<file path="src/rtl/panel_tmg_pkg.sv">
package panel_tmg_pkg;
  timeunit 1ns; timeprecision 1ps;

  typedef enum logic [1:0] {
    PH_SYNC  = 2'd0,
    PH_BACK  = 2'd1,
    PH_ACT   = 2'd2,
    PH_FRONT = 2'd3
  } phase_e;

  localparam logic [2:0] A_CTRL    = 3'd0;
  localparam logic [2:0] A_HTIM    = 3'd1;
  localparam logic [2:0] A_VTIM    = 3'd2;
  localparam logic [2:0] A_SIZE    = 3'd3;
  localparam logic [2:0] A_POL     = 3'd4;
  localparam logic [2:0] A_IRQCFG  = 3'd5;
  localparam logic [2:0] A_IRQPEND = 3'd6;
  localparam logic [2:0] A_STAT    = 3'd7;

  // control -> datapath strobes
  typedef struct packed {
    logic run;
    logic outEn;
    logic divSel;
  } tmgCtl_t;

  // datapath -> control events
  typedef struct packed {
    logic       frameWrap;
    logic       inVsync;
    logic [3:0] vEnter;
  } tmgEvt_t;
endpackage

</file>
<file path="src/rtl/panel_tmg_axis.sv">
module panel_tmg_axis
  import panel_tmg_pkg::*;
#(
  parameter int CW = 11
) (
  input  logic          clk,
  input  logic          rstN,
  input  logic          clr,
  input  logic          step,
  input  logic [CW-1:0] syncM1,
  input  logic [CW-1:0] backM1,
  input  logic [CW-1:0] actM1,
  input  logic [CW-1:0] frontM1,
  output phase_e        phase,
  output logic [CW-1:0] cnt,
  output logic          lastUnit,
  output logic [3:0]    enterStb
);
  timeunit 1ns; timeprecision 1ps;

  logic [CW-1:0] limit;
  logic          atEnd;
  phase_e        nextPhase;

  always_comb begin
    case (phase)
      PH_SYNC:  limit = syncM1;
      PH_BACK:  limit = backM1;
      PH_ACT:   limit = actM1;
      default:  limit = frontM1;
    endcase
  end

  assign atEnd     = (cnt == limit);
  assign nextPhase = phase_e'(phase + 2'd1);
  assign lastUnit  = step && atEnd && (phase == PH_FRONT);

  always_comb begin
    enterStb = '0;
    if (step && atEnd) enterStb[nextPhase] = 1'b1;
  end

  always_ff @(posedge clk or negedge rstN) begin
    if (!rstN) begin
      phase <= PH_SYNC;
      cnt   <= '0;
    end else if (clr) begin
      phase <= PH_SYNC;
      cnt   <= '0;
    end else if (step) begin
      if (atEnd) begin
        cnt   <= '0;
        phase <= nextPhase;
      end else begin
        cnt <= cnt + 1'b1;
      end
    end
  end


  clear_home_chk: assert property (@(posedge clk) disable iff (!rstN)
    clr |=> (phase == PH_SYNC && cnt == '0));

  hold_still_chk: assert property (@(posedge clk) disable iff (!rstN)
    (!clr && !step) |=> ($stable(cnt) && $stable(phase)));
endmodule

</file>
<file path="src/rtl/panel_tmg_ctrl.sv">
module panel_tmg_ctrl
  import panel_tmg_pkg::*;
#(
  parameter int PW = 8,
  parameter int HW = 11,
  parameter int VW = 11,
  parameter int DW = 8
) (
  input  logic          clk,
  input  logic          rstN,
  input  logic          wrEn,
  input  logic [2:0]    wrAddr,
  input  logic [31:0]   wrData,
  input  logic [2:0]    rdAddr,
  output logic [31:0]   rdData,
  input  tmgEvt_t       evt,
  output tmgCtl_t       ctl,
  output logic [DW-1:0] divM1,
  output logic [PW-1:0] hSyncM1,
  output logic [PW-1:0] hBackM1,
  output logic [PW-1:0] hFrontM1,
  output logic [PW-1:0] vSyncM1,
  output logic [PW-1:0] vBackM1,
  output logic [PW-1:0] vFrontM1,
  output logic [HW-1:0] hActM1,
  output logic [VW-1:0] vActM1,
  output logic [2:0]    pol,
  output logic          irq
);
  timeunit 1ns; timeprecision 1ps;

  logic          runReg, outEnReg, divSelReg;
  logic [DW-1:0] divM1Reg;
  logic          outEnSh, divSelSh;
  logic [DW-1:0] divM1Sh;
  logic          irqGlob, irqFrame, pend;
  logic [1:0]    irqSel;
  logic          takeSh, evtHit, clrPend;
  logic          unusedWr;

  assign unusedWr = ^wrData;
  assign takeSh   = !runReg || evt.frameWrap;
  assign evtHit   = evt.vEnter[irqSel] && irqFrame;
  assign clrPend  = wrEn && (wrAddr == A_IRQPEND) && wrData[0];

  always_ff @(posedge clk or negedge rstN) begin
    if (!rstN) begin
      runReg <= 1'b0; outEnReg <= 1'b0; divSelReg <= 1'b0; divM1Reg <= '0;
      hSyncM1 <= '0; hBackM1 <= '0; hFrontM1 <= '0; hActM1 <= '0;
      vSyncM1 <= '0; vBackM1 <= '0; vFrontM1 <= '0; vActM1 <= '0;
      pol <= '0; irqGlob <= 1'b0; irqFrame <= 1'b0; irqSel <= '0;
    end else if (wrEn) begin
      case (wrAddr)
        A_CTRL: begin
          runReg    <= wrData[0];
          outEnReg  <= wrData[1];
          divSelReg <= wrData[2];
          divM1Reg  <= wrData[8 +: DW];
        end
        A_HTIM: begin
          hSyncM1  <= wrData[0 +: PW];
          hBackM1  <= wrData[8 +: PW];
          hFrontM1 <= wrData[16 +: PW];
        end
        A_VTIM: begin
          vSyncM1  <= wrData[0 +: PW];
          vBackM1  <= wrData[8 +: PW];
          vFrontM1 <= wrData[16 +: PW];
        end
        A_SIZE: begin
          hActM1 <= wrData[0 +: HW];
          vActM1 <= wrData[16 +: VW];
        end
        A_POL: pol <= wrData[2:0];
        A_IRQCFG: begin
          irqGlob  <= wrData[0];
          irqFrame <= wrData[1];
          irqSel   <= wrData[3:2];
        end
        default: ;
      endcase
    end
  end

  // frame-synchronised shadows: follow the register while stopped
  always_ff @(posedge clk or negedge rstN) begin
    if (!rstN) begin
      outEnSh  <= 1'b0;
      divSelSh <= 1'b0;
      divM1Sh  <= '0;
    end else if (takeSh) begin
      outEnSh  <= outEnReg;
      divSelSh <= divSelReg;
      divM1Sh  <= divM1Reg;
    end
  end

  always_ff @(posedge clk or negedge rstN) begin
    if (!rstN)        pend <= 1'b0;
    else if (evtHit)  pend <= 1'b1;
    else if (clrPend) pend <= 1'b0;
  end

  assign irq        = pend && irqGlob;
  assign ctl.run    = runReg;
  assign ctl.outEn  = outEnSh;
  assign ctl.divSel = divSelSh;
  assign divM1      = divM1Sh;

  always_comb begin
    rdData = '0;
    case (rdAddr)
      A_CTRL: begin
        rdData[0] = runReg; rdData[1] = outEnReg; rdData[2] = divSelReg;
        rdData[8 +: DW] = divM1Reg;
      end
      A_HTIM: begin
        rdData[0 +: PW] = hSyncM1; rdData[8 +: PW] = hBackM1; rdData[16 +: PW] = hFrontM1;
      end
      A_VTIM: begin
        rdData[0 +: PW] = vSyncM1; rdData[8 +: PW] = vBackM1; rdData[16 +: PW] = vFrontM1;
      end
      A_SIZE: begin
        rdData[0 +: HW] = hActM1; rdData[16 +: VW] = vActM1;
      end
      A_POL:     rdData[2:0] = pol;
      A_IRQCFG:  rdData[3:0] = {irqSel, irqFrame, irqGlob};
      A_IRQPEND: rdData[0] = pend;
      default:   rdData[1:0] = {runReg, evt.inVsync};
    endcase
  end


  shadow_hold_chk: assert property (@(posedge clk) disable iff (!rstN)
    (runReg && !evt.frameWrap) |=> ($stable(outEnSh) && $stable(divSelSh) && $stable(divM1Sh)));

  pend_set_chk: assert property (@(posedge clk) disable iff (!rstN)
    (evt.vEnter[irqSel] && irqFrame) |=> pend);

  pend_clear_chk: assert property (@(posedge clk) disable iff (!rstN)
    (clrPend && !(evt.vEnter[irqSel] && irqFrame)) |=> !pend);
endmodule

</file>
<file path="src/rtl/panel_tmg_core.sv">
module panel_tmg_core
  import panel_tmg_pkg::*;
#(
  parameter int PW = 8,
  parameter int HW = 11,
  parameter int VW = 11,
  parameter int DW = 8
) (
  input  logic          clk,
  input  logic          rstN,
  input  tmgCtl_t       ctl,
  input  logic [DW-1:0] divM1,
  input  logic [PW-1:0] hSyncM1,
  input  logic [PW-1:0] hBackM1,
  input  logic [PW-1:0] hFrontM1,
  input  logic [PW-1:0] vSyncM1,
  input  logic [PW-1:0] vBackM1,
  input  logic [PW-1:0] vFrontM1,
  input  logic [HW-1:0] hActM1,
  input  logic [VW-1:0] vActM1,
  input  logic [2:0]    pol,
  output logic          hsync,
  output logic          vsync,
  output logic          de,
  output logic [HW-1:0] pixX,
  output logic [VW-1:0] pixY,
  output tmgEvt_t       evt
);
  timeunit 1ns; timeprecision 1ps;

  localparam int CWH = (HW > PW) ? HW : PW;
  localparam int CWV = (VW > PW) ? VW : PW;

  logic [DW-1:0]  divCnt;
  logic           tick;
  phase_e         hPhase, vPhase;
  logic [CWH-1:0] hCnt;
  logic [CWV-1:0] vCnt;
  logic           hLast, vLast;
  logic [3:0]     hEnter, vEnter;
  logic           hsRaw, vsRaw, deRaw;
  logic           unusedEnter;

  assign tick = ctl.run && (!ctl.divSel || (divCnt == divM1));

  always_ff @(posedge clk or negedge rstN) begin
    if (!rstN)                      divCnt <= '0;
    else if (!ctl.run || !ctl.divSel) divCnt <= '0;
    else if (tick)                  divCnt <= '0;
    else                            divCnt <= divCnt + 1'b1;
  end

  panel_tmg_axis #(.CW(CWH)) uHor (
    .clk(clk), .rstN(rstN), .clr(!ctl.run), .step(tick),
    .syncM1(CWH'(hSyncM1)), .backM1(CWH'(hBackM1)),
    .actM1(CWH'(hActM1)), .frontM1(CWH'(hFrontM1)),
    .phase(hPhase), .cnt(hCnt), .lastUnit(hLast), .enterStb(hEnter)
  );

  panel_tmg_axis #(.CW(CWV)) uVer (
    .clk(clk), .rstN(rstN), .clr(!ctl.run), .step(tick && hLast),
    .syncM1(CWV'(vSyncM1)), .backM1(CWV'(vBackM1)),
    .actM1(CWV'(vActM1)), .frontM1(CWV'(vFrontM1)),
    .phase(vPhase), .cnt(vCnt), .lastUnit(vLast), .enterStb(vEnter)
  );

  assign unusedEnter = ^hEnter;

  assign hsRaw = ctl.run && (hPhase == PH_SYNC);
  assign vsRaw = ctl.run && (vPhase == PH_SYNC);
  assign deRaw = ctl.run && ctl.outEn && (hPhase == PH_ACT) && (vPhase == PH_ACT);

  assign hsync = hsRaw ^ pol[0];
  assign vsync = vsRaw ^ pol[1];
  assign de    = deRaw ^ pol[2];
  assign pixX  = (ctl.run && hPhase == PH_ACT) ? hCnt[HW-1:0] : '0;
  assign pixY  = (ctl.run && vPhase == PH_ACT) ? vCnt[VW-1:0] : '0;

  assign evt.frameWrap = vLast;
  assign evt.inVsync   = vsRaw;
  assign evt.vEnter    = vEnter;


  div_space_chk: assert property (@(posedge clk) disable iff (!rstN)
    (tick && ctl.divSel && divM1 != '0) |=> (!tick || !ctl.divSel || divM1 == '0));

  de_no_sync_chk: assert property (@(posedge clk) disable iff (!rstN)
    (de != pol[2]) |-> ((hsync == pol[0]) && (vsync == pol[1])));
endmodule

</file>
<file path="src/rtl/panel_tmg_top.sv">
module panel_tmg_top
  import panel_tmg_pkg::*;
#(
  parameter int PW = 8,
  parameter int HW = 11,
  parameter int VW = 11,
  parameter int DW = 8
) (
  input  logic          clk,
  input  logic          rstN,
  input  logic          wrEn,
  input  logic [2:0]    wrAddr,
  input  logic [31:0]   wrData,
  input  logic [2:0]    rdAddr,
  output logic [31:0]   rdData,
  output logic          hsync,
  output logic          vsync,
  output logic          de,
  output logic [HW-1:0] pixX,
  output logic [VW-1:0] pixY,
  output logic          irq
);
  timeunit 1ns; timeprecision 1ps;

  tmgCtl_t       ctl;
  tmgEvt_t       evt;
  logic [DW-1:0] divM1;
  logic [PW-1:0] hSyncM1, hBackM1, hFrontM1, vSyncM1, vBackM1, vFrontM1;
  logic [HW-1:0] hActM1;
  logic [VW-1:0] vActM1;
  logic [2:0]    pol;

  panel_tmg_ctrl #(.PW(PW), .HW(HW), .VW(VW), .DW(DW)) uCtrl (
    .clk(clk), .rstN(rstN), .wrEn(wrEn), .wrAddr(wrAddr), .wrData(wrData),
    .rdAddr(rdAddr), .rdData(rdData), .evt(evt), .ctl(ctl), .divM1(divM1),
    .hSyncM1(hSyncM1), .hBackM1(hBackM1), .hFrontM1(hFrontM1),
    .vSyncM1(vSyncM1), .vBackM1(vBackM1), .vFrontM1(vFrontM1),
    .hActM1(hActM1), .vActM1(vActM1), .pol(pol), .irq(irq)
  );

  panel_tmg_core #(.PW(PW), .HW(HW), .VW(VW), .DW(DW)) uCore (
    .clk(clk), .rstN(rstN), .ctl(ctl), .divM1(divM1),
    .hSyncM1(hSyncM1), .hBackM1(hBackM1), .hFrontM1(hFrontM1),
    .vSyncM1(vSyncM1), .vBackM1(vBackM1), .vFrontM1(vFrontM1),
    .hActM1(hActM1), .vActM1(vActM1), .pol(pol),
    .hsync(hsync), .vsync(vsync), .de(de), .pixX(pixX), .pixY(pixY), .evt(evt)
  );
endmodule

</file>
<file path="config.mk">
export PLATFORM = sky130hd
export DESIGN_NAME = panel_tmg_top
export DESIGN_NICKNAME = d
export VERILOG_FILES = /design/src/rtl/panel_tmg_pkg.sv /design/src/rtl/panel_tmg_axis.sv /design/src/rtl/panel_tmg_ctrl.sv /design/src/rtl/panel_tmg_core.sv /design/src/rtl/panel_tmg_top.sv
export SDC_FILE = /design/constraint.sdc
export NUM_CORES = 1
export LEC_CHECK = 0
export BUFFER_PORTS_ARGS = -buffer_cell sky130_fd_sc_hd__buf_2
export CORE_MARGIN = 5
export CORE_UTILIZATION = 45
export DETAILED_ROUTE_END_ITERATION = 10
export GPL_ROUTABILITY_DRIVEN = 0
export SETUP_SLACK_MARGIN = 0.1
export SYNTH_ARGS = -nofsm -noshare
export SYNTH_HDL_FRONTEND = slang
export SYNTH_SLANG_ARGS = --single-unit
</file>
<file path="constraint.sdc">
create_clock -name clk -period 3.4 [get_ports clk]
set_input_delay 0.68 -clock clk [delete_from_list [all_inputs] [get_ports clk]]
set_output_delay 0.68 -clock clk [all_outputs]
set_load 0.02 [all_outputs]
</file>
## Word-level counts from Yosys, hierarchy flattened

Cells that the tools add are included.

| cells by class | value |
|---|---|
| shift-type cells | 0 |
| $mul | 0 |
| add/sub/neg operators | 5 |
| bitwise logic cells | 3 |
| order comparisons | 3 |
| divide/modulo/power cells | 0 |
| equal/unequal tests | 25 |
| multiplexer cells | 34 |
| reductions and logical operators | 36 |

Operators with widths:

| operator | count |
|---|---|
| $mux 11 | 8 |
| $pmux 11 s3 | 2 |
| $pmux 8 s3 | 1 |
| $add 11x1->11 const B | 2 |
| $eq 11x11->1 | 2 |
| $eq 3x3->1 const B | 6 |
| $logic_and 1x1->1 | 18 |
| $mux 8 | 2 |
| $reduce_and 2->1 | 8 |
| $pmux 5 s3 | 1 |
| $pmux 1 s7 | 2 |
| $eq 3x2->1 const B | 4 |
| $mux 2 | 6 |
| $pmux 3 s4 | 1 |
| $pmux 4 s3 | 1 |
| $add 8x1->8 const B | 1 |
| $eq 2x2->1 const B | 4 |
| $eq 8x8->1 | 1 |
| $ne 2x1->1 const B | 4 |
| $eq 3x1->1 const B | 2 |
| $logic_not 3->1 | 2 |
| $lt 2x3->1 const B | 2 |
| $pmux 1 s6 | 1 |
| $add 2x1->2 const B | 2 |
| other kinds (13) | 23 |

| word-level totals | value |
|---|---|
| register bits after elaboration | 133 |
| memories kept | 0 |
| output and inout bits | 58 |
| latch bits | 0 |
| bits in read-only memories | 0 |
| word-level logic and storage cells | 131 |
| bits in writable memories | 0 |
| bits of input ports | 41 |

## Logic depth before layout (Yosys ltp)

Gate-level depths: netlist of the first run.

| logic depth | value |
|---|---|
| depth in word-level cells | 12 |
| depth in mapped cells | 12 |
| depth with buffers taken out | 9 |

## By module

A second synthesis of the first run with hierarchy kept.

| unflattened totals | value |
|---|---|
| cell total of the unflattened synthesis | 681 |
| area, all modules | 7699.9 sq um |

By module, submodules not included:

| module | area each (sq um) | cells an instance | times used |
|---|---|---|---|
| panel_tmg_ctrl | 4634.4 | 338 | 1 |
| panel_tmg_axis | 1186.1 | 131 | 2 |
| panel_tmg_core | 693.2 | 81 | 1 |

## Worst setup path before layout of the first run

Ideal clock, no wire load.

| timing | value |
|---|---|
| path type | register to register |
| from | register uCore.uHor.phase[0] |
| to | register uCtrl.divM1Sh[0] (netlist: uCtrl.divM1[0]) |
| buffers on the path | 1 |
| cell stages (with the launch flop) | 11 |
| setup time | 125 ps |
| setup slack | 309 ps |
| arrival time | 2966 ps |
| cells stage by stage | dfrtp_1 -> inv_1 -> ha_1 -> buf_6 -> a222oi_1 -> mux2i_1 -> xnor2_1 -> a2111oi_4 -> nand3_2 -> o41ai_4 -> mux2_2 |

| on the way | value |
|---|---|
| longest elaborated chain between the ends | 9 |
| elaborated cells on any way between the ends | 12 |
| those cells by class | 4 x eq/ne; 1 x mux; 7 x reduce/logical |

RTL lines:

| item | line | source |
|---|---|---|
| start, declared | panel_tmg_axis.sv:14 | `output phase_e phase,` |
| start signal, assigned | panel_tmg_axis.sv:53 | `phase <= nextPhase;` |
| $eq 2x2->1, or another cell as far along | panel_tmg_axis.sv:26 | `case (phase)` |
| $pmux 11 s3 | panel_tmg_axis.sv:26 |  |
| $eq 11x11->1 | panel_tmg_axis.sv:34 | `assign atEnd = (cnt == limit);` |
| $logic_and 1x1->1 | -- |  |
| $logic_and 1x1->1 * | panel_tmg_axis.sv:36 | `assign lastUnit = step && atEnd && (phase == PH_FRONT);` |
| $logic_and 1x1->1 * | panel_tmg_core.sv:61 | `.clk(clk), .rstN(rstN), .clr(!ctl.run), .step(tick && hLast),` |
| $logic_and 1x1->1 * (2 in series) | panel_tmg_axis.sv:36 |  |
| $logic_or 1x1->1 * | panel_tmg_ctrl.sv:42 | `assign takeSh = !runReg \|\| evt.frameWrap;` |
| end signal, assigned | panel_tmg_ctrl.sv:94 | `divM1Sh <= divM1Reg;` |
| end, declared | panel_tmg_ctrl.sv:35 | `logic [DW-1:0] divM1Sh;` |

Every way passes the cells marked *; elsewhere a longest branch is shown, timed or not.
A chain may end at the register's enable or synchronous reset.

## Final worst setup path of the first run

| timing | value |
|---|---|
| from | register uCore.uVer.phase[1] |
| to | register uCtrl.divM1Sh[0] (netlist: uCtrl.divM1[0]) |

| on the way | value |
|---|---|
| longest elaborated chain between the ends | 6 |
| elaborated cells on any way between the ends | 9 |
| those cells by class | 4 x eq/ne; 1 x mux; 4 x reduce/logical |

RTL lines:

| item | line |
|---|---|
| start, declared | panel_tmg_axis.sv:14 |
| start signal, assigned | panel_tmg_axis.sv:53 |
| $eq 2x2->1, or another cell as far along | panel_tmg_axis.sv:26 |
| $pmux 11 s3 | panel_tmg_axis.sv:26 |
| $eq 11x11->1 | panel_tmg_axis.sv:34 |
| $logic_and 1x1->1 | panel_tmg_axis.sv:36 |
| $logic_and 1x1->1 * | panel_tmg_axis.sv:36 |
| $logic_or 1x1->1 * | panel_tmg_ctrl.sv:42 |

Marked as above.

==> impl_metrics.tcl, run 1 <==
set metrics [dict create \
    initial_core_util_pct 45.5 \
    rsz0062_at_grt "no" \
    yosys-top-cells-area "dfrtp_1 (45%), mux2_2 (14%), xnor2_1 (3.8%), nand2_1 (3.2%), nor2_1 (3.1%)" \
    start_kind "flop" \
    setup_viol 0 \
    clockBufferDepth 2 \
    clk_pin_slew_worst_paths_ns 0.06 \
    ys_ff_latch 133 \
    n_antenna_cell 0 \
    clkSinkCount 133 \
    ys.flop_type "dfrtp_1" \
    num_io_pins 99 \
    synthCells 721 \
    place_inst 1002 \
    drive_gt1_share_pct 31.8 \
    cp-end-kind "flop" \
    overflow 0 \
    numCtsBuffers 17 \
    drt_pass1_iterations 6 \
    syn_area_um2 7460 \
    finalSetupTns_ns 0 \
    fin_skew_ns 0.00687 \
    remaining_drc_errors 0 \
    htree_levels 4 \
    critical_path_class "flop to flop" \
    cap_violations 0 \
    fin_nets 856 \
    fp.dieH_um 139 \
    fmax_mhz 322 \
    grt_start_max_net_pins 55 \
    place_hpwl_mm 14.6 \
    synth_top_cell_by_area "dfrtp_1" \
    yosysSeqAreaShare_pct 44.6 \
    final_util_pct 53.3 \
    grt_usage_pct 21.6 \
    ys_types 53 \
    fin_crit_ns 3.11 \
    fill_cells 1455 \
    worstPathRequired_ns 3.70 \
    ant_nets 0 \
    ctsHoldBuffers 0 \
    final-instance-count-excl-fill 1034 \
    dieArea_um2 19200 \
    p_leak_nw 3.90 \
    hp-class "input pin to async pin" \
    ctsRootBufferMaster "clkbuf_16" \
    max_slew_margin_pct 46.2 \
    period_share_pct 91.5 \
    ys_async_sr_fraction_pct 100 \
    antenna_found_initial 0 \
    syn_area_per_cell_um2 10.3 \
    drtIter0Drc 650 \
    synth_top_area_share_pct 44.6 \
    numPortBuffers 88 \
    hold_viol_final 0 \
    peakVddDrop_v 0.000332 \
    die_x_um 139 \
    power_density_nw_per_um2 568 \
    tightest_slew_ns 0.804 \
    area_growth_pct 17.3 \
    crit_path_max_fanout 10 \
    worstPathArrival_ns 3.41 \
    grt_pass1_wl_mm 33.0 \
    core-area_um2 16400 \
    via_per_inst 5.75 \
    holdWs_ns 0.297 \
    clock_latency_ns 0.42 \
    grt_pass1_vias 5945 \
    status "complete, no violations" \
    finalWirelength_mm 20.5 \
    cts_tree "yes" \
    ys_warn_count 0 \
    finalMaxSlewViolations 0 \
    synth_edf_count 0 \
    drt-wirelength-per-cell_um 19.8 \
    vias 5944 \
    layout_common_cells "dfrtp_1 (131), mux2_2 (93), buf_2 (87)" \
    core.rowCount 47 \
    layout.cells.most_common "dfrtp_1" \
]
-- per-stage QoR --
step | area (um^2) | power, mW | worst slack (ns)
finish | 8750 | 4.97 | 0.291
global route | 8750 | 5.21 | 0.103
CTS | 8700 | 4.99 | 0.104
detailed placement | 8160 | 3.29 | 0.104
global placement | 8160 | 3.24 | 0.176
floorplan | 7470 | 2.87 | 0.309
-- state kept, by name, indices dropped and copies added (netlist names), 2 cells and up --
name	cells
uCore.uHor.cnt	11
uCore.uVer.cnt	11
uCtrl.hActM1	11
uCtrl.vActM1	11
uCore.divCnt	8
uCtrl.divM1Reg	8
uCtrl.divM1	8
uCtrl.hBackM1	8
uCtrl.hFrontM1	8
uCtrl.hSyncM1	8
uCtrl.vBackM1	8
uCtrl.vFrontM1	8
uCtrl.vSyncM1	8
uCtrl.pol	3
uCore.uHor.phase	2
uCore.uVer.phase	2
uCtrl.irqSel	2
-- synth_stat cells, drive strengths merged, types with 2 or more instances --
master and count:
dfrtp 133, mux2 93, nand2 64, nor2 62
clkbuf 34, a21oi 32, xnor2 32, and3 31
o21ai 30, mux2i 22, inv 21, buf 19
nand3 17, a222oi 16, xor2 15, ha 13
nand4 9, a2bb2oi 7, or4 7, nor2b 6
a22oi 5, and2 5, mux4 5, nor3 5
or3 4, nand2b 3, nor3b 3, a31o 2
a31oi 2, nand3b 2, nand4b 2, o2111ai 2
o211ai 2, o22ai 2, o41ai 2, or2 2
-- critical path: stages (launching register included) --
cell,delay [ns]
dfrtp_2,0.42
inv_1,0.11
ha_2,0.26
a222oi_1,0.52
nor2_1,0.08
o22ai_1,0.14
nand3_1,0.14
or3_4,0.44
o41ai_4,0.37
buf_12,0.19
mux2_2,0.34
-- layer usage --
| metal | GRT usage [%] | wire, um | vias to the layer above |
|---|---|---|---|
| li1 | - | - | 2724 |
| met1 | 29.0 | 9060 | 2992 |
| met2 | 34.5 | 9740 | 193 |
| met3 | 4.48 | 1110 | 35 |
| met4 | 8.44 | 582 | 0 |
| met5 | 0 | 0 | - |
-- where the power goes --
group / leakage (nW) / switching (mW) / internal, mW
logic: 1.98 / 0.579 / 0.533
clock network: 0.258 / 0.667 / 1.03
registers: 1.66 / 0.286 / 1.88
total: 3.90 / 1.53 / 3.44
-- cell type report --
cell class                      instances  area [um^2]  area share, %
Clock buffer                           22          464           5.30
Clock inverter                          9         80.1          0.915
Inverter                               21         78.8          0.901
Multi-Input combinational cell        518         3880           44.4
Sequential cell                       133         3330           38.1
Tap cell                              220          275           3.15
Timing Repair Buffer                  111          641           7.32
-- cells by family (layout without fill, tap and decap cells) --
kind of cell | Yosys count | in the layout | share of synthesized area, %
other cells | 1 | 5 | 0.0503
mux | 120 | 120 | 18.5
flops | 133 | 133 | 44.6
fa+ha+maj | 13 | 13 | 2.18
xor+xnor | 47 | 47 | 5.52
simple gates | 226 | 226 | 14.9
compound gates | 107 | 107 | 9.91
buf+inv | 74 | 163 | 4.26
-- what timing repair did --
action                                  4_1_cts  5_1_grt
setup buffers                                 0        1
gates resized for setup                       1       11
pin swaps                                     0        6
endpoints found under the setup margin        9       18
-- final timing paths --
check / startpoint / to / slack (ns) / cells past startpoint
worst max-delay path: uCore.uVer.phase[1] / uCtrl.divM1[0] / 0.29 / 10
worst max register to register: uCore.uVer.phase[1] / uCtrl.divM1[0] / 0.29 / 10
min in group clk: wrData[25] / uCtrl.vActM1[9] / 0.50 / 2
worst min register to register: uCtrl.divM1[4] / uCtrl.divM1[4] / 0.53 / 1
worst min-delay path: rstN / uCtrl.hBackM1[2] / 0.30 / 1
max in group asynchronous: rstN / uCore.divCnt[3] / 2.24 / 2
Note: power is estimated with default switching activity, not from simulation.
==> run 2, diff against run 1 <==
- CORE_MARGIN: 5 -> 2
- clock period: 3.4 -> 3.36 ns (I/O delays scaled with it)
==> run 2 against run 1 <==
  * Critical path depth unchanged
  * Non-clock buffer count up 11
  * Fmax up 0.12%
  * Wire length down 0.89%
  * Hold slack worse by 0.26 ns
  * Design area up 3.3%
  * Sequential power up 2%
  * Count of clock-buffer cells in the layout down 4
  * Via count up 0.49%
  * Register-to-register slack worse by 0.04 ns
  * Critical path type unchanged
  * Largest cell class unchanged
  * Largest power group unchanged
  * Highest routed layer unchanged
==> impl_metrics.tcl, run 2 (synthesis results as in run 1) <==
set metrics [dict create \
    grt.busiest_layer "met2" \
    tightest_slew_ns 0.687 \
    slowest_stage "or4_1" \
    remaining_drc_errors 0 \
    htree_levels 4 \
    p_sw_mw 1.58 \
    cp-end-kind "flop" \
    worstPathRequired_ns 3.70 \
    drtIter0Drc 491 \
    hp-class "input pin to async pin" \
    use_met1_pct 32.1 \
    clock_latency_ns 0.42 \
    peakVddDrop_v 0.000405 \
    finalWirelength_mm 20.3 \
    grt_usage_pct 23.8 \
    die_x_um 133 \
    clk_pin_slew_worst_paths_ns 0.06 \
    initial_core_util_pct 45.5 \
    fin_skew_ns 0.00525 \
    dieArea_um2 17600 \
    layout_common_cells "dfrtp_1 (130), mux2_2 (93), buf_2 (88)" \
    status "complete, no violations" \
    vias 5973 \
    cap_violations 0 \
    cp_num_buf_inv 3 \
    area_growth_pct 21.2 \
    core-area_um2 16400 \
    fmax_mhz 322 \
    met3_usage_pct 4.52 \
    crit_path_max_fanout 8 \
    finalSetupTns_ns 0 \
    ctsRootBufferMaster "clkbuf_16" \
    grt_pass1_wl_mm 32.3 \
    worstPathArrival_ns 3.45 \
    clkPwrFrac_pct 39.8 \
    cp_top_family "simple AND/OR/NAND/NOR gates" \
    numPortBuffers 88 \
    p_leak_nw 4.03 \
    via_per_inst 5.72 \
    use_met2_pct 37.8 \
    clockBufferDepth 2 \
    clkSinkCount 133 \
    start_kind "flop" \
    drive_gt1_share_pct 33.3 \
    layout.cells.most_common "dfrtp_1" \
    cts_tree "yes" \
    core.rowCount 47 \
    setup_viol 0 \
    p_int_mw 3.93 \
    period_share_pct 92.4 \
    place_hpwl_mm 14.3 \
    fin_crit_ns 3.11 \
    netSwitchingFraction_pct 28.7 \
    power_density_nw_per_um2 610 \
    antenna_found_initial 0 \
    grt_start_max_net_pins 81 \
    max_slew_margin_pct 54.2 \
    n_antenna_cell 0 \
    critical_path_class "flop to flop" \
    max_stage_delay_ns 0.48 \
    hold_viol_final 0 \
    num_io_pins 99 \
    ctsHoldBuffers 0 \
    pwr-share-comb_pct 20.4 \
    numCtsBuffers 17 \
    drt-wirelength-per-cell_um 19.4 \
    finalMaxSlewViolations 0 \
    grt_pass1_vias 5916 \
    overflow 0 \
    rsz0062_at_grt "no" \
    path_cells "buf_4 > ha_1 > buf_4 > mux2i_1 > xor2_1 > nor3_2 > nand4_1 > buf_6 > or4_1 > a21oi_2" \
    holdWs_ns 0.0374 \
    critPathMostFrequentCell "buf_4" \
    p_seq_share_pct 39.9 \
    fin_nets 867 \
    fp.dieH_um 133 \
    ant_nets 0 \
    drt_pass1_iterations 5 \
]
[run 2: changes by cell type in the layout (fill, tap and decap cells not counted), moves of 2 or more]
cell	change
buf_12	+2
buf_4	+7
bufinv_16	+6
clkbuf_1	-3
clkinv_2	-3
ha_2	-2
ha_4	+2
[run 2: layer usage]
| layer | wire, um | vias to the layer above |
|---|---|---|
| met5 | 0 | - |
| met1 | 8950 | 3008 |
| met4 | 556 | 0 |
| met2 | 9730 | 182 |
| li1 | - | 2751 |
| met3 | 1080 | 32 |
[run 2: worst paths after layout]
check	startpoint	depth (start not counted)	slack [ns]	endpoint
worst min-delay path	rstN	1	0.04	uCtrl.vBackM1[0]
min in group clk	wrData[26]	2	0.48	uCtrl.vActM1[10]
worst min register to register	uCtrl.divM1[7]	1	0.53	uCtrl.divM1[7]
worst max register to register	uCore.uHor.phase[0]	10	0.25	uCore.uVer.cnt[7]
worst max-delay path	uCore.uHor.phase[0]	10	0.25	uCore.uVer.cnt[7]
max in group asynchronous	rstN	2	2.67	uCore.uVer.phase[1]
[run 2: final cells by class]
class / count / area [um^2]
multi-input cells: 518 / 3910
well taps: 220 / 275
clock buffers: 18 / 439
inverters: 21 / 78.8
fillers: 1457 / 7370
repair buffers: 122 / 749
flip-flops and latches: 133 / 3330
clock inverters: 13 / 254
[run 2: worst reg2reg max path, stage by stage, from the launching register on]
cell and delay (ns):
dfrtp_2 0.41, buf_4 0.13, ha_1 0.39, buf_4 0.22, mux2i_1 0.36, xor2_1 0.14, nor3_2 0.32, nand4_1 0.23
buf_6 0.20, or4_1 0.48, a21oi_2 0.15
[run 2: through the flow]
step | util, % | area [um^2] | cells | total power, mW | worst slack (ns)
after floorplan | - | 7470 | 725 | 2.91 | 0.269
after global placement | 50.0 | 8200 | 1004 | 3.29 | 0.151
after detailed placement | 50.0 | 8200 | 1004 | 3.33 | 0.0678
after CTS | 54.2 | 8890 | 1035 | 5.53 | 0.107
after global routing | 55.1 | 9040 | 1045 | 5.75 | 0.0801
final | 55.1 | 9040 | 1045 | 5.52 | 0.254
[run 2: power by group through the flow]
| stage | Clock, mW | Sequential, mW | Combinational (mW) |
|---|---|---|---|
| 2_1_floorplan | 0 | 2.08 | 0.824 |
| 3_3_place_gp | 0 | 2.21 | 1.08 |
| 3_5_place_dp | 0 | 2.23 | 1.10 |
| 4_1_cts | 2.22 | 2.20 | 1.11 |
| 5_1_grt | 2.28 | 2.23 | 1.24 |
| 6_report | 2.19 | 2.20 | 1.12 |
[run 2: repair_timing]
item / CTS / global route
setup endpoints to repair: 10 / 26
buffers inserted: 0 / 10
gates cloned: 0 / 0
gates resized for setup: 1 / 16
pin swaps: 0 / 7
==> run 3, diff against run 2 <==
- CTS_BUF_LIST: unset -> sky130_fd_sc_hd__clkbuf_4
==> run 3 against run 2 <==
  * Critical path type unchanged
  * Sequential share of layout area grew 1.3 points
  * Cell count grew 0.29%
  * Sequential cell count is the same
  * Worst setup slack lost 0.027 ns
  * Critical path depth is the same
  * Via count shrank 1.6%
  * Count of clock-buffer cells in the layout shrank 1
  * Die area is the same
  * Design area shrank 3.5%
  * Global-route usage shrank 0.35 points
==> impl_metrics.tcl, run 3 (synthesis results as in run 1) <==
set metrics [dict create \
    p_total_mw 4.73 \
    p_sw_mw 1.47 \
    remaining_drc_errors 0 \
    critical_path_class "flop to flop" \
    area_growth_pct 17.0 \
    finalWirelength_mm 20.1 \
    p_int_mw 3.25 \
    period_share_pct 93.2 \
    place_inst 1004 \
    ant_nets 0 \
    seq_area_um2 3330 \
    cap_violations 0 \
    drtIter0Drc 577 \
    num_io_pins 99 \
    core.rowCount 47 \
    core-area_um2 16400 \
    drive_gt1_share_pct 33.5 \
    layout_common_cells "dfrtp_1 (132), mux2_2 (93), buf_2 (88)" \
    clockBufferDepth 2 \
    cp_num_buf_inv 2 \
    peakVddDrop_v 0.000325 \
    fmax_mhz 319 \
    grt_pass1_vias 5922 \
    grt.busiest_layer "met2" \
    drt_pass1_iterations 6 \
    rsz0062_at_grt "yes" \
    cp_top_family "compound AO/OA/AOI/OAI gates" \
    start_kind "flop" \
    vias 5880 \
    fill_cells 1497 \
    status "complete, no violations" \
    grt_start_max_net_pins 81 \
    drt-wirelength-per-cell_um 19.2 \
    htree_levels 4 \
    clk_pin_slew_worst_paths_ns 0.11 \
    place_hpwl_mm 14.3 \
    crit_path_max_fanout 11 \
    fin_crit_ns 3.13 \
    ctsRootBufferMaster "clkbuf_4" \
    via_per_inst 5.61 \
    setup_viol 0 \
    slowest_stage "dfrtp_1" \
    worstPathRequired_ns 3.80 \
    layout.cells.most_common "dfrtp_1" \
    fin_skew_ns 0.0142 \
    hold_viol_final 0 \
    p_seq_share_pct 46.5 \
    die_x_um 133 \
    cp-end-kind "flop" \
    max_stage_delay_ns 0.42 \
    p_leak_nw 3.89 \
    clkPwrFrac_pct 29.8 \
    worstPathArrival_ns 3.57 \
    numCtsBuffers 17 \
    use_met2_pct 38.0 \
    hp-class "input pin to flop" \
    grt_usage_pct 23.5 \
    finalMaxSlewViolations 0 \
    cts_tree "yes" \
    pwr-share-comb_pct 23.7 \
    antenna_found_initial 1 \
    fp.dieH_um 133 \
    max_slew_margin_pct 51.9 \
    netSwitchingFraction_pct 31.2 \
    final-instance-count-excl-fill 1048 \
    grt_pass1_wl_mm 32.0 \
    numPortBuffers 88 \
    power_density_nw_per_um2 542 \
    met3_usage_pct 4.29 \
    clkSinkCount 133 \
    use_met1_pct 31.7 \
    multi_input_comb_area_um2 3890 \
    fin_nets 869 \
    dieArea_um2 17600 \
    final_util_pct 53.2 \
    overflow 0 \
    initial_core_util_pct 45.5 \
    finalSetupTns_ns 0 \
    tightest_slew_ns 0.721 \
    clock_latency_ns 0.55 \
    path_cells "inv_1 > ha_2 > a222oi_1 > mux2i_1 > xnor2_1 > o2111ai_1 > or3_4 > o41ai_4 > buf_12 > mux2_2" \
]
run 3: worst paths after layout:
kind	from	end	slack, ns	depth (start not counted)
setup / recovery	uCore.uVer.phase[0]	uCtrl.outEnSh	0.23	10
setup reg to reg	uCore.uVer.phase[0]	uCtrl.outEnSh	0.23	10
max in group asynchronous	rstN	uCtrl.vActM1[4]	2.26	3
hold reg to reg	uCtrl.divM1[7]	uCtrl.divM1[7]	0.55	1
hold / removal	wrData[26]	uCtrl.vActM1[10]	0.36	2
min in group asynchronous	rstN	uCtrl.vBackM1[0]	0.44	2
run 3: power by group through the flow:
| stage | combinational [mW] | clock [mW] | sequential [mW] |
|---|---|---|---|
| finish | 1.12 | 1.41 | 2.20 |
| global route | 1.24 | 1.51 | 2.23 |
| CTS | 1.11 | 1.44 | 2.19 |
| detailed placement | 1.10 | 0 | 2.23 |
| global placement | 1.08 | 0 | 2.21 |
| floorplan | 0.824 | 0 | 2.08 |
run 3: layer usage:
layer,wire (um),vias up
met4,425,0
met1,8940,2930
met2,9720,170
met5,0,-
li1,-,2750
met3,1020,30
run 3: stage by stage:
step / hold slack [ns] / setup WS (ns) / area [um^2]
after floorplan: 0.376 / 0.269 / 7470
after global placement: 0.479 / 0.151 / 8200
after detailed placement: 0.479 / 0.0678 / 8200
after CTS: 0.324 / 0.122 / 8600
after global routing: 0.326 / 0.0415 / 8730
final: 0.357 / 0.228 / 8730
run 3: cell type report:
type / instances / share of cell area [%]
antenna: 1 / 0.0287
tap: 220 / 3.15
clock inverter: 14 / 2.95
clock buffer: 17 / 1.46
timing repair buffer: 124 / 8.79
inverter: 21 / 0.903
sequential: 133 / 38.2
multi-input combinational: 518 / 44.6
run 3: timing repair:
action,4_1_cts,5_1_grt
pin swaps,0,5
buffers inserted,0,10
endpoints found under the setup margin,10,26
resized for setup,2,14
hold buffers,1,0
cloned,0,1
hold endpoints to repair,1,0
